## src/rtl/dct_pkg.sv

```systemverilog
package dct_pkg;
  localparam int NUM_CH = 2;

  typedef enum logic {
    CH_LEFT  = 1'b0,
    CH_RIGHT = 1'b1
  } chan_e;
endpackage

```

## src/rtl/dct_track.sv

```systemverilog
// One channel's leaky DC integrator. The accumulator holds the estimate
// scaled by 2^SHIFT_K, with one extra guard bit for the error term.
module dct_track #(
  parameter int DATA_W  = 24,
  parameter int SHIFT_K = 15
) (
  input  logic                     clk,
  input  logic                     rst_n,
  input  logic                     upd_en,
  input  logic signed [DATA_W-1:0] sample,
  output logic signed [DATA_W-1:0] est
);
  localparam int ACC_W = DATA_W + SHIFT_K + 1;
  localparam int ERR_W = ACC_W + 1;

  logic signed [ACC_W-1:0] acc_q;
  logic signed [ACC_W-1:0] acc_d;

  // acc + floor((x*2^K - acc) / 2^K)
  function automatic logic signed [ACC_W-1:0] leak_next(
    input logic signed [ACC_W-1:0]  a,
    input logic signed [DATA_W-1:0] x
  );
    logic signed [ERR_W-1:0] target;
    logic signed [ERR_W-1:0] err;
    logic signed [ERR_W-1:0] step;
    target = ERR_W'(x) <<< SHIFT_K;
    err    = target - ERR_W'(a);
    step   = err >>> SHIFT_K;
    return a + ACC_W'(step);
  endfunction

  assign acc_d = leak_next(acc_q, sample);

  always_ff @(posedge clk) begin
    if (!rst_n) begin
      acc_q <= '0;
    end else if (upd_en) begin
      acc_q <= acc_d;
    end
  end

  assign est = DATA_W'(acc_q >>> SHIFT_K);
endmodule

```

## src/rtl/dct_sat_sub.sv

```systemverilog
// Signed subtraction clipped to the DATA_W range.
module dct_sat_sub #(
  parameter int DATA_W = 24
) (
  input  logic signed [DATA_W-1:0] minuend,
  input  logic signed [DATA_W-1:0] subtrahend,
  output logic signed [DATA_W-1:0] result,
  output logic                     sat_hit
);
  localparam int WIDE_W = DATA_W + 1;
  localparam logic signed [DATA_W-1:0] MAXV = {1'b0, {(DATA_W-1){1'b1}}};
  localparam logic signed [DATA_W-1:0] MINV = {1'b1, {(DATA_W-1){1'b0}}};

  function automatic logic signed [DATA_W-1:0] clip(input logic signed [WIDE_W-1:0] w);
    if (w[DATA_W] == w[DATA_W-1]) return w[DATA_W-1:0];
    else if (w[DATA_W])           return MINV;
    else                          return MAXV;
  endfunction

  logic signed [WIDE_W-1:0] wide;

  assign wide    = WIDE_W'(minuend) - WIDE_W'(subtrahend);
  assign sat_hit = wide[DATA_W] ^ wide[DATA_W-1];
  assign result  = clip(wide);
endmodule

```

## src/rtl/dct_trim_filter.sv

```systemverilog
module dct_trim_filter #(
  parameter int DATA_W  = 24,
  parameter int SHIFT_K = 15
) (
  input  logic                     clk,
  input  logic                     rst_n,
  input  logic                     in_valid,
  input  logic                     in_chan,
  input  logic signed [DATA_W-1:0] in_data,
  input  logic                     freeze,
  output logic                     out_valid,
  output logic                     out_chan,
  output logic signed [DATA_W-1:0] out_data,
  output logic signed [DATA_W-1:0] offset_left,
  output logic signed [DATA_W-1:0] offset_right
);
  import dct_pkg::*;

  logic signed [DATA_W-1:0] est [NUM_CH];
  logic [NUM_CH-1:0]        ch_hit;
  logic [NUM_CH-1:0]        upd_en;
  logic signed [DATA_W-1:0] est_sel;
  logic signed [DATA_W-1:0] corr;
  logic                     sat_hit;

  for (genvar c = 0; c < NUM_CH; c++) begin : g_ch
    assign ch_hit[c] = in_valid && (in_chan == 1'(c));
    // the hold gates only the estimate update, never the data path
    assign upd_en[c] = ch_hit[c] && !freeze;

    dct_track #(
      .DATA_W (DATA_W),
      .SHIFT_K(SHIFT_K)
    ) u_track (
      .clk   (clk),
      .rst_n (rst_n),
      .upd_en(upd_en[c]),
      .sample(in_data),
      .est   (est[c])
    );
  end

  assign est_sel = est[in_chan];

  dct_sat_sub #(
    .DATA_W(DATA_W)
  ) u_sub (
    .minuend   (in_data),
    .subtrahend(est_sel),
    .result    (corr),
    .sat_hit   (sat_hit)
  );

  always_ff @(posedge clk) begin
    if (!rst_n) begin
      out_valid <= 1'b0;
      out_chan  <= 1'b0;
      out_data  <= '0;
    end else begin
      out_valid <= in_valid;
      if (in_valid) begin
        out_chan <= in_chan;
        out_data <= corr;
      end
    end
  end

  assign offset_left  = est[CH_LEFT];
  assign offset_right = est[CH_RIGHT];
endmodule

```

## config.mk

```make
export PLATFORM = sky130hd
export DESIGN_NAME = dct_trim_filter
export DESIGN_NICKNAME = d
export VERILOG_FILES = /design/src/rtl/dct_pkg.sv /design/src/rtl/dct_track.sv /design/src/rtl/dct_sat_sub.sv /design/src/rtl/dct_trim_filter.sv
export SDC_FILE = /design/constraint.sdc
export NUM_CORES = 1
export LEC_CHECK = 0
export BUFFER_PORTS_ARGS = -buffer_cell sky130_fd_sc_hd__buf_2
export CAP_MARGIN = 20
export CORE_MARGIN = 2
export CORE_UTILIZATION = 60
export DETAILED_ROUTE_END_ITERATION = 10
export PLACE_DENSITY = 0.87
export SLEW_MARGIN = 0
export SYNTH_ARGS = -nofsm -noshare
export SYNTH_HDL_FRONTEND = slang
export SYNTH_SLANG_ARGS = --single-unit
```

## constraint.sdc

```tcl
create_clock -name clk -period 16.7 [get_ports clk]
set_input_delay 0.835 -clock clk [delete_from_list [all_inputs] [get_ports clk]]
set_output_delay 0.835 -clock clk [all_outputs]
set_load 0.01 [all_outputs]
```

==> results of run 1 <==
==> sequential cells by signal, indices dropped and copies added (netlist names) <==
| register | count |
|---|---|
| out_valid | 1 |
| out_data | 24 |
| g_ch.u_track.acc_q | 80 |
| out_chan | 1 |
==> logic make-up after synthesis <==
family                   Yosys count  share of synthesized area
multiplexers                      27                     0.0232
XOR/XNOR                         121                     0.0922
flip-flops                       106                      0.181
adder cells (fa/ha/maj)          174                      0.185
buffers and inverters            182                     0.0742
AO/OA/AOI/OAI                    486                      0.269
AND/OR/NAND/NOR                  427                      0.174
==> stage by stage <==
step           area [sq um]  setup slack [ps]  total power [mW]  std cells  hold WS [ps]
4_1_cts               12400             10650             0.978       1817           463
3_3_place_gp          12100             10540             0.744       1801           438
2_1_floorplan         11700             10840             0.654       1523           449
3_5_place_dp          12100             10300             0.756       1801           445
5_1_grt               12400             10150              1.05       1817           497
6_report              12400             10580             0.987       1818           462
==> power breakdown <==
group	leakage (nW)	total [mW]	switching (mW)	internal [mW]
Combinational	4.50	0.467	0.273	0.194
Sequential	0.866	0.296	0.0231	0.273
Clock	0.149	0.224	0.104	0.120
Total	5.52	0.987	0.400	0.587
==> worst max-delay path, stage by stage <==
cell and delay [ps]:
buf_2 120, ha_1 230, or4_1 530, a21oi_1 160, o21a_1 160, nor3_1 60, a221oi_1 460, o21ai_0 240
o21ai_0 200, nand2b_1 130, nand3_1 110, mux2_2 340, a221oi_1 240, ha_1 360, a21oi_1 180, o21ai_0 110
a21oi_1 210, nor2_1 70, a211oi_1 330, a21oi_2 130, nor4b_2 420, o41ai_2 200, o31ai_1 260, xnor2_1 150
o22ai_1 90
==> path summary, 6_finish.rpt <==
kind / from / end / slack [ps]
setup / recovery: in_data[3] / g_ch[0].u_track.acc_q[36]$_SDFFE_PN0P_ / 10580
hold reg to reg: out_data[22]$_SDFFE_PN0P_ / out_data[22]$_SDFFE_PN0P_ / 460
hold / removal: out_data[22]$_SDFFE_PN0P_ / out_data[22]$_SDFFE_PN0P_ / 460
setup reg to reg: g_ch[0].u_track.acc_q[19]$_SDFFE_PN0P_ / g_ch[0].u_track.acc_q[36]$_SDFFE_PN0P_ / 10600
==> cell type report <==
class,count,area (sq um),area share
Multi-Input combinational cell,1235,8720,0.706
Sequential cell,106,2120,0.172
Timing Repair Buffer,109,563,0.0456
Tap cell,265,332,0.0268
Inverter,86,323,0.0261
Clock buffer,11,243,0.0196
Clock inverter,5,53.8,0.00435
Antenna cell,1,2.50,0.000203
==> cells in the mapped netlist, types with 38 or more instances <==
cell type and number:
a21oi_1 172, nand2_1 160, ha_1 158, dfxtp_1 106, o21ai_0 89, inv_1 86
nor2_1 84, xnor2_1 81, a21o_1 66, buf_4 49, xor2_1 39, nand3_1 38
==> metal layers <==
metal,vias up,wire [microns],GRT usage
met5,-,0,0
met4,0,1590,0.152
met3,123,2710,0.0473
met2,520,15200,0.537
met1,5277,13700,0.401
li1,5543,-,-
==> out/metrics.yaml, run 1 <==
path_max_fanout: 7
synthCells: 1523
tns_ps: 0
drt_iter0_drc: 901
io_buffer_count: 102
min_path_cells: 2
required_ps: 16940
dieArea_sq_um: 20600
routedWlPerCell_microns: 18.3
clock_insertion_delay_worst_skew_ps: 360
core-area_sq_um: 19300
slew_headroom: 0.405
dp_hpwl_microns: 25900
clock-sinks: 106
most-common-layout-cells: "a21oi_1 (172), nand2_1 (160), ha_1 (158), dfxtp_1 (106), buf_2 (102)"
syn_avg_cell_area_sq_um: 7.68
fin_util: 0.641
synth-edff-count: 0
htree_num_levels: 3
syn-cell-area_sq_um: 11700
postCtsSetupBuffers: 0
die_y_microns: 144
drc: 0
synth_top_area_frac: 0.181
ys.flop_type: "dfxtp_1"
ys_seq_area_frac: 0.181
maxCapViolations: 0
final_common_cell: "a21oi_1"
yosys.area.top_type: "dfxtp_1"
area_growth_pct: 5.65
place_congestion: 1.00
cts_hold_buf: 0
die_w_microns: 144
synth_cell_types: 76
post-route-min-period_ps: 6120
grt_max_degree: 73
grt_first_pass_wirelength_microns: 52700
powerDensity_nw_per_um2: 79.9
ir_worst_vdd_mv: 0.0482
cp-end-kind: "flip-flop"
synth_fp_nets: 1713
cts_tree: "built"
cts-resized-gates: 0
initial_utilization: 0.607
r2r.worst_path.cells: 25
nets: 1737
rsz0062_at_grt: "false"
fmaxAchievable_mhz: 164
synth_seq_cells: 106
drt-total-wl_microns: 33200
grt_pass1_vias: 10700
cts_buffers: 9
ant_nets: 0
max-clock-path-buffers: 2
slew_viol_final: 0
fill_cells: 1661
finalCritPeriodShare: 0.366
drive_gt1_frac: 0.0979
finalHoldViolCount: 0
grt_usage: 0.319
ys_warn_count: 0
worstSetupStartpointType: "input pin"
rows: 51
grt_overflow: 0
async_flop_share: 0
grt_antenna_before_repair: 0
worstMarginPinSlew_ps: 889
status: "complete, no violations"
firstDrtPassIters: 8
via_count: 11500
finClkSkew_ps: 9.10
via_per_inst: 6.31
synth_area_leaders: "dfxtp_1 (18%), ha_1 (17%), a21oi_1 (7.4%)"
clk_pin_slew_ps: 80
hold_path_class: "reg -> reg"
cts-root-buf: "clkbuf_16"
power_leakage_nw: 5.52
path_class: "in -> reg"
worst_ep_arrival_time_ps: 6360
io_pins: 103
setup_viol: 0
No activity file was read; power rests on OpenSTA's default activity.
==> run 2: changes to the inputs <==
--- a/config.mk
+++ b/config.mk
@@ -8,9 +8,9 @@
 export BUFFER_PORTS_ARGS = -buffer_cell sky130_fd_sc_hd__buf_2
 export CAP_MARGIN = 20
 export CORE_MARGIN = 2
-export CORE_UTILIZATION = 60
+export CORE_UTILIZATION = 56
 export DETAILED_ROUTE_END_ITERATION = 10
-export PLACE_DENSITY = 0.87
+export PLACE_DENSITY = 0.86
 export SLEW_MARGIN = 0
 export SYNTH_ARGS = -nofsm -noshare
 export SYNTH_HDL_FRONTEND = slang
==> constraint.sdc (replaced) <==
create_clock -name clk -period 4.95 [get_ports clk]
set_input_delay 0.2475 -clock clk [delete_from_list [all_inputs] [get_ports clk]]
set_output_delay 0.2475 -clock clk [all_outputs]
set_load 0.01 [all_outputs]
==> run 2 against run 1 <==
The run now ends with negative setup slack left. Register-to-register slack worse by 11000 ps. Global-route usage is 1.3 points higher. First-iteration DRC count is 9.2% higher. Hold slack worse by 180 ps. Clock power grew to 3.5 times the previous value. Largest cell class unchanged. Via count is 8.0% higher. Flip-flop and latch count did not move. Die area up 6.9%.
==> out/metrics.yaml, run 2 (synthesized netlist as in run 1, its figures left out) <==
status: "complete, but fails checks"
violations: "negative setup slack"
fill_cells: 1608  # -3.2%
slew_headroom: 0.419  # +0.0142
max-clock-path-buffers: 2  # unchanged
multiInputGateArea_sq_um: 9250  # +6.1%
htree_num_levels: 3  # unchanged
required_ps: 5200  # -11740 ps
dieArea_sq_um: 22100  # +6.9%
area_growth_pct: 20.9
largest_reg_flops: 80  # unchanged
rrSetupSlack_ps: -180  # -10780 ps
maxCapViolations: 0  # unchanged
via_count: 12400  # +8.0%
final_common_cell: "buf_4"
worstMarginPinSlew_ps: 872  # -17.4 ps
powerDensity_nw_per_um2: 263  # +230%
power_leakage_nw: 6.47  # +17%
core-area_sq_um: 20400  # +5.7%
finalCritPeriodShare: 1.04
antenna_cells: 0  # -1
grt_usage: 0.332  # +0.0126
hold_path_class: "in -> reg"
post-route-min-period_ps: 5130
most-common-layout-cells: "buf_4 (165), nand2_1 (156), a21oi_1 (156), ha_1 (147), buf_2 (102)"
cts-root-buf: "clkbuf_16"
r2r.worst_path.cells: 25  # unchanged
grt_max_degree: 45  # -38%
hold_ws_ps: 286  # -176 ps
firstDrtPassIters: 6  # -2
finalHoldViolCount: 0  # unchanged
initial_utilization: 0.574  # -0.0326
crit_start: "g_ch[0].u_track.acc_q[19]$_SDFFE_PN0P_"
slew_viol_final: 0  # unchanged
worstSetupStartpointType: "flip-flop"
die_w_microns: 149  # +3.4%
reg_top3: "g_ch.u_track.acc_q: 80 flops, out_data: 24 flops"
setup_viol: 6  # +6
hp-start: "rst_n"
via_per_inst: 6.24  # -1.1%
io_pins: 103  # unchanged
grt_first_pass_wirelength_microns: 59000  # +12%
routedWlPerCell_microns: 19.5  # +6.4%
p_total_mw: 3.73  # +280%
clk_pin_slew_ps: 80  # about the same
cts_tree: "built"
rows: 52  # +2.0%
worst_ep_arrival_time_ps: 5380  # -980 ps
ir_worst_vdd_mv: 0.155  # +220%
grt_antenna_before_repair: 0  # unchanged
cp-end-kind: "flip-flop"
path_class: "reg -> reg"
hold_end: "out_valid$_SDFF_PN0_"
ant_nets: 0  # unchanged
clock-sinks: 106  # unchanged
worst_slack_ps: -178  # -10760 ps
drt-total-wl_microns: 38600  # +16%
seq_area_sq_um: 2130  # +0.47%
fmaxAchievable_mhz: 195
grt_pass1_vias: 11800  # +10%
reg2reg_from: "g_ch[0].u_track.acc_q[19]$_SDFFE_PN0P_"
drive_gt1_frac: 0.236  # +0.138
path_max_fanout: 4  # -3
place_congestion: 1.00  # about the same
pre_cts_ws_ps: -278  # -10580 ps
nets: 1899  # +9.3%
rsz0062_at_grt: "true"
top_register: "g_ch.u_track.acc_q"
dp_hpwl_microns: 29200  # +13%
finClkSkew_ps: 13.3  # +4.16 ps
finalInstanceArea_sq_um: 14100  # +14%
die_y_microns: 149  # +3.4%
io_buffer_count: 102  # unchanged
min_path_cells: 3  # +1
placed_area_sq_um: 13100  # +8.7%
clock_insertion_delay_worst_skew_ps: 370  # about the same
grt_overflow: 0  # unchanged
reg2reg_to: "g_ch[0].u_track.acc_q[36]$_SDFFE_PN0P_"
drt_iter0_drc: 984  # +9.2%
drc: 0  # unchanged
cts_buffers: 9  # unchanged
## run 2: metal layers
layer | up-vias | part of all wire | GRT usage | routed length [microns]
li1 | 5857 | - | - | -
met1 | 5798 | 0.40 | 0.411 | 15500
met2 | 587 | 0.47 | 0.566 | 18100
met3 | 136 | 0.082 | 0.0586 | 3180
met4 | 0 | 0.047 | 0.143 | 1800
met5 | - | 0 | 0 | 0
## run 2: area by class of cell
class | instances | share of cell area
Tap cell | 270 | 0.0239
Timing Repair Buffer | 271 | 0.127
Clock inverter | 6 | 0.00513
Sequential cell | 106 | 0.151
Clock buffer | 10 | 0.0162
Multi-Input combinational cell | 1235 | 0.654
Inverter | 86 | 0.0228
## run 2: report_power, final
group / internal [mW] / switching (mW) / leakage, nW
sequential: 0.922 / 0.0507 / 0.870
combinational: 0.877 / 1.10 / 5.46
clock: 0.400 / 0.377 / 0.144
total: 2.20 / 1.53 / 6.47
## run 2: worst max path at each step
stage	end	slack, ps	cells after the start
after floorplan	g_ch[0].u_track.acc_q[35]$_SDFFE_PN0P_	5	23
after global placement	g_ch[1].u_track.acc_q[39]$_SDFFE_PN0P_	-160	25
after detailed placement	g_ch[0].u_track.acc_q[38]$_SDFFE_PN0P_	-280	23
after CTS	g_ch[0].u_track.acc_q[32]$_SDFFE_PN0P_	6	23
after global routing	g_ch[0].u_track.acc_q[36]$_SDFFE_PN0P_	-350	25
final	g_ch[0].u_track.acc_q[36]$_SDFFE_PN0P_	-180	25
## run 2: worst max-delay path, cell delays in order (launching register included)
cell and delay, ps:
dfxtp_2 350, inv_2 40, ha_4 150, or4_4 550, a21oi_4 140, o21a_1 170
nor3_2 70, a221oi_2 260, o21ai_1 130, o21ai_1 150, nand2b_1 110, xor2_1 160
ha_1 310, nand2_2 80, nor3_4 200, nand4_1 100, or3_4 350, a2111o_1 400
a21oi_2 220, nor4b_4 70, buf_6 140, o41ai_4 370, buf_4 200, o31ai_4 50
xnor2_1 160, o22ai_1 80
## run 2: stage by stage
| step | setup TNS (ps) | instances | util |
|---|---|---|---|
| 2_1_floorplan | 0 | 1523 | - |
| 4_1_cts | 0 | 1964 | 0.664 |
| 6_report | -463 | 1984 | 0.694 |
| 3_5_place_dp | -2260 | 1942 | 0.644 |
| 5_1_grt | -3030 | 1984 | 0.694 |
| 3_3_place_gp | -1010 | 1942 | 0.644 |
## run 2: what timing repair did
item	4_1_cts	5_1_grt
hold endpoints to repair	0	0
gates cloned	0	0
setup buffers	6	20
setup endpoints to repair	18	36
hold buffers	0	0
pin swaps	18	58
gates resized for setup	21	106
==> run 3: changes to the inputs <==
--- a/config.mk
+++ b/config.mk
@@ -11,6 +11,7 @@
 export CORE_UTILIZATION = 56
 export DETAILED_ROUTE_END_ITERATION = 10
 export PLACE_DENSITY = 0.86
+export RECOVER_POWER = 25
 export SLEW_MARGIN = 0
 export SYNTH_ARGS = -nofsm -noshare
 export SYNTH_HDL_FRONTEND = slang
==> run 3 against run 2 <==
The flow still finishes with violations (negative setup slack). Via count grew 0.23%. Non-clock buffer count stayed put. Total power fell by 0.13%. Largest power group unchanged.
==> out/metrics.yaml, run 3 (synthesized netlist as in run 1, its figures left out) <==
slew_headroom: 0.0435  # -0.375
top_register: "g_ch.u_track.acc_q"
placed_area_sq_um: 13100  # unchanged
finClkSkew_ps: 12.7  # -0.600 ps
cts_hold_buf: 0  # unchanged
ant_nets: 0  # unchanged
powerDensity_nw_per_um2: 264  # +0.30%
most-common-layout-cells: "buf_4 (161), nand2_1 (156), a21oi_1 (156), ha_1 (147), dfxtp_1 (101)"
worstMarginPinSlew_ps: 1430  # +563 ps
worst_ep_arrival_time_ps: 5380  # about the same
drt_iter0_drc: 972  # -1.2%
firstDrtPassIters: 5  # -1
via_count: 12400  # +0.23%
grt_overflow: 0  # unchanged
finalInstanceArea_sq_um: 14100  # -0.43%
final_common_cell: "buf_4"
hold_path_class: "in -> reg"
required_ps: 5200  # about the same
ir_worst_vdd_mv: 0.154  # -0.63%
finalHoldViolCount: 0  # unchanged
fin_util: 0.691  # -0.00301
slowest_delay_ps: 540  # about the same
setup_viol: 6  # unchanged
clk_pin_slew_ps: 80  # about the same
fmaxAchievable_mhz: 195  # about the same
drive_gt1_frac: 0.212  # -0.0239
htree_num_levels: 3  # unchanged
grt_max_degree: 45  # unchanged
grt_antenna_before_repair: 0  # unchanged
clock-sinks: 106  # unchanged
dp_cells: 1942  # unchanged
initial_utilization: 0.574  # unchanged
grt_usage: 0.332  # unchanged
via_per_inst: 6.25  # +0.23%
reg_top3: "g_ch.u_track.acc_q: 80 flops, out_data: 24 flops"
largest_reg_flops: 80  # unchanged
grt_pass1_vias: 11800  # unchanged
core-area_sq_um: 20400  # unchanged
io_buffer_count: 102  # unchanged
dp_hpwl_microns: 29200  # unchanged
drc: 0  # unchanged
cts_buffers: 9  # unchanged
antenna_cells: 0  # unchanged
drt-total-wl_microns: 38700  # +0.29%
post-route-min-period_ps: 5130  # +2.64 ps
routedWlPerCell_microns: 19.5  # +0.29%
path_common_cell: "o21ai_1"
io_pins: 103  # unchanged
cpMaxStageDelayCell: "or4_4"
power_leakage_nw: 6.33  # -2.3%
cp-end-kind: "flip-flop"
worst_slack_ps: -180  # -2.64 ps
grt_first_pass_wirelength_microns: 59000  # unchanged
status: "complete, but fails checks"
nets: 1899  # unchanged
dieArea_sq_um: 22100  # unchanged
violations: "negative setup slack"
hold_ws_ps: 286  # +0.272 ps
die_w_microns: 149  # unchanged
rows: 52  # unchanged
die_y_microns: 149  # unchanged
place_congestion: 1.00  # unchanged
rsz0062_at_grt: "true"
fin_cells: 1984  # unchanged
cts-root-buf: "clkbuf_16"
finalCritPeriodShare: 1.04  # about the same
max-clock-path-buffers: 2  # unchanged
path_max_fanout: 4  # unchanged
clock_insertion_delay_worst_skew_ps: 370  # about the same
worstSetupStartpointType: "flip-flop"
p_total_mw: 3.72  # -0.13%
area_growth_pct: 20.4
path_class: "reg -> reg"
slew_viol_final: 0  # unchanged
cts_tree: "built"
maxCapViolations: 0  # unchanged
[run 3: routing by layer]
metal	wire length, microns	track usage	vias to the layer above
met5	0	0	-
met4	1810	0.143	0
met3	3250	0.0586	143
met2	18100	0.566	594
met1	15600	0.411	5817
li1	-	-	5853
[run 3: worst max-delay path, delay by kind of cell, from the launching register on]
kind                     cells  cell delay, ps
adder cells (fa/ha/maj)      2             490
XOR/XNOR                     2             320
AO/OA/AOI/OAI               10            1970
flip-flops                   1             340
buffers and inverters        3             390
AND/OR/NAND/NOR              8            1510
[run 3: worst paths after layout]
kind                            slack (ps)  depth (start not counted)                                    from                                     end
worst max-delay path                  -180                         25  g_ch[0].u_track.acc_q[18]$_SDFFE_PN0P_  g_ch[0].u_track.acc_q[36]$_SDFFE_PN0P_
worst min-delay path                   290                          3                                   rst_n                    out_valid$_SDFF_PN0_
worst max register to register        -180                         25  g_ch[0].u_track.acc_q[18]$_SDFFE_PN0P_  g_ch[0].u_track.acc_q[36]$_SDFFE_PN0P_
worst min register to register         480                          2   g_ch[0].u_track.acc_q[4]$_SDFFE_PN0P_   g_ch[0].u_track.acc_q[4]$_SDFFE_PN0P_
[run 3: timing repair]
item | in CTS | in global routing
pin swaps | 18 | 58
setup buffers | 6 | 20
gates resized for setup | 21 | 106
endpoints found under the hold margin | 0 | 0
setup endpoints to repair | 18 | 36
[run 3: area by class of cell]
cell class | instances | area (sq um)
inverters | 86 | 323
repair buffers | 271 | 1740
flip-flops and latches | 106 | 2130
fillers | 1633 | 6280
clock buffers | 10 | 229
clock inverters | 6 | 72.6
multi-input cells | 1235 | 9250
well taps | 270 | 338
[run 3: per-stage QoR]
step,setup WS [ps],TNS [ps]
after global routing,-345,-3030
final,-180,-462
after floorplan,4.71,0
after CTS,5.72,0
after global placement,-158,-1010
after detailed placement,-278,-2260
[run 3: where the power goes]
group / switching (mW) / total [mW] / leakage (nW) / internal (mW)
Combinational: 1.10 / 1.97 / 5.31 / 0.867
Sequential: 0.0523 / 0.974 / 0.868 / 0.921
Clock: 0.378 / 0.778 / 0.144 / 0.400
Total: 1.53 / 3.72 / 6.33 / 2.19
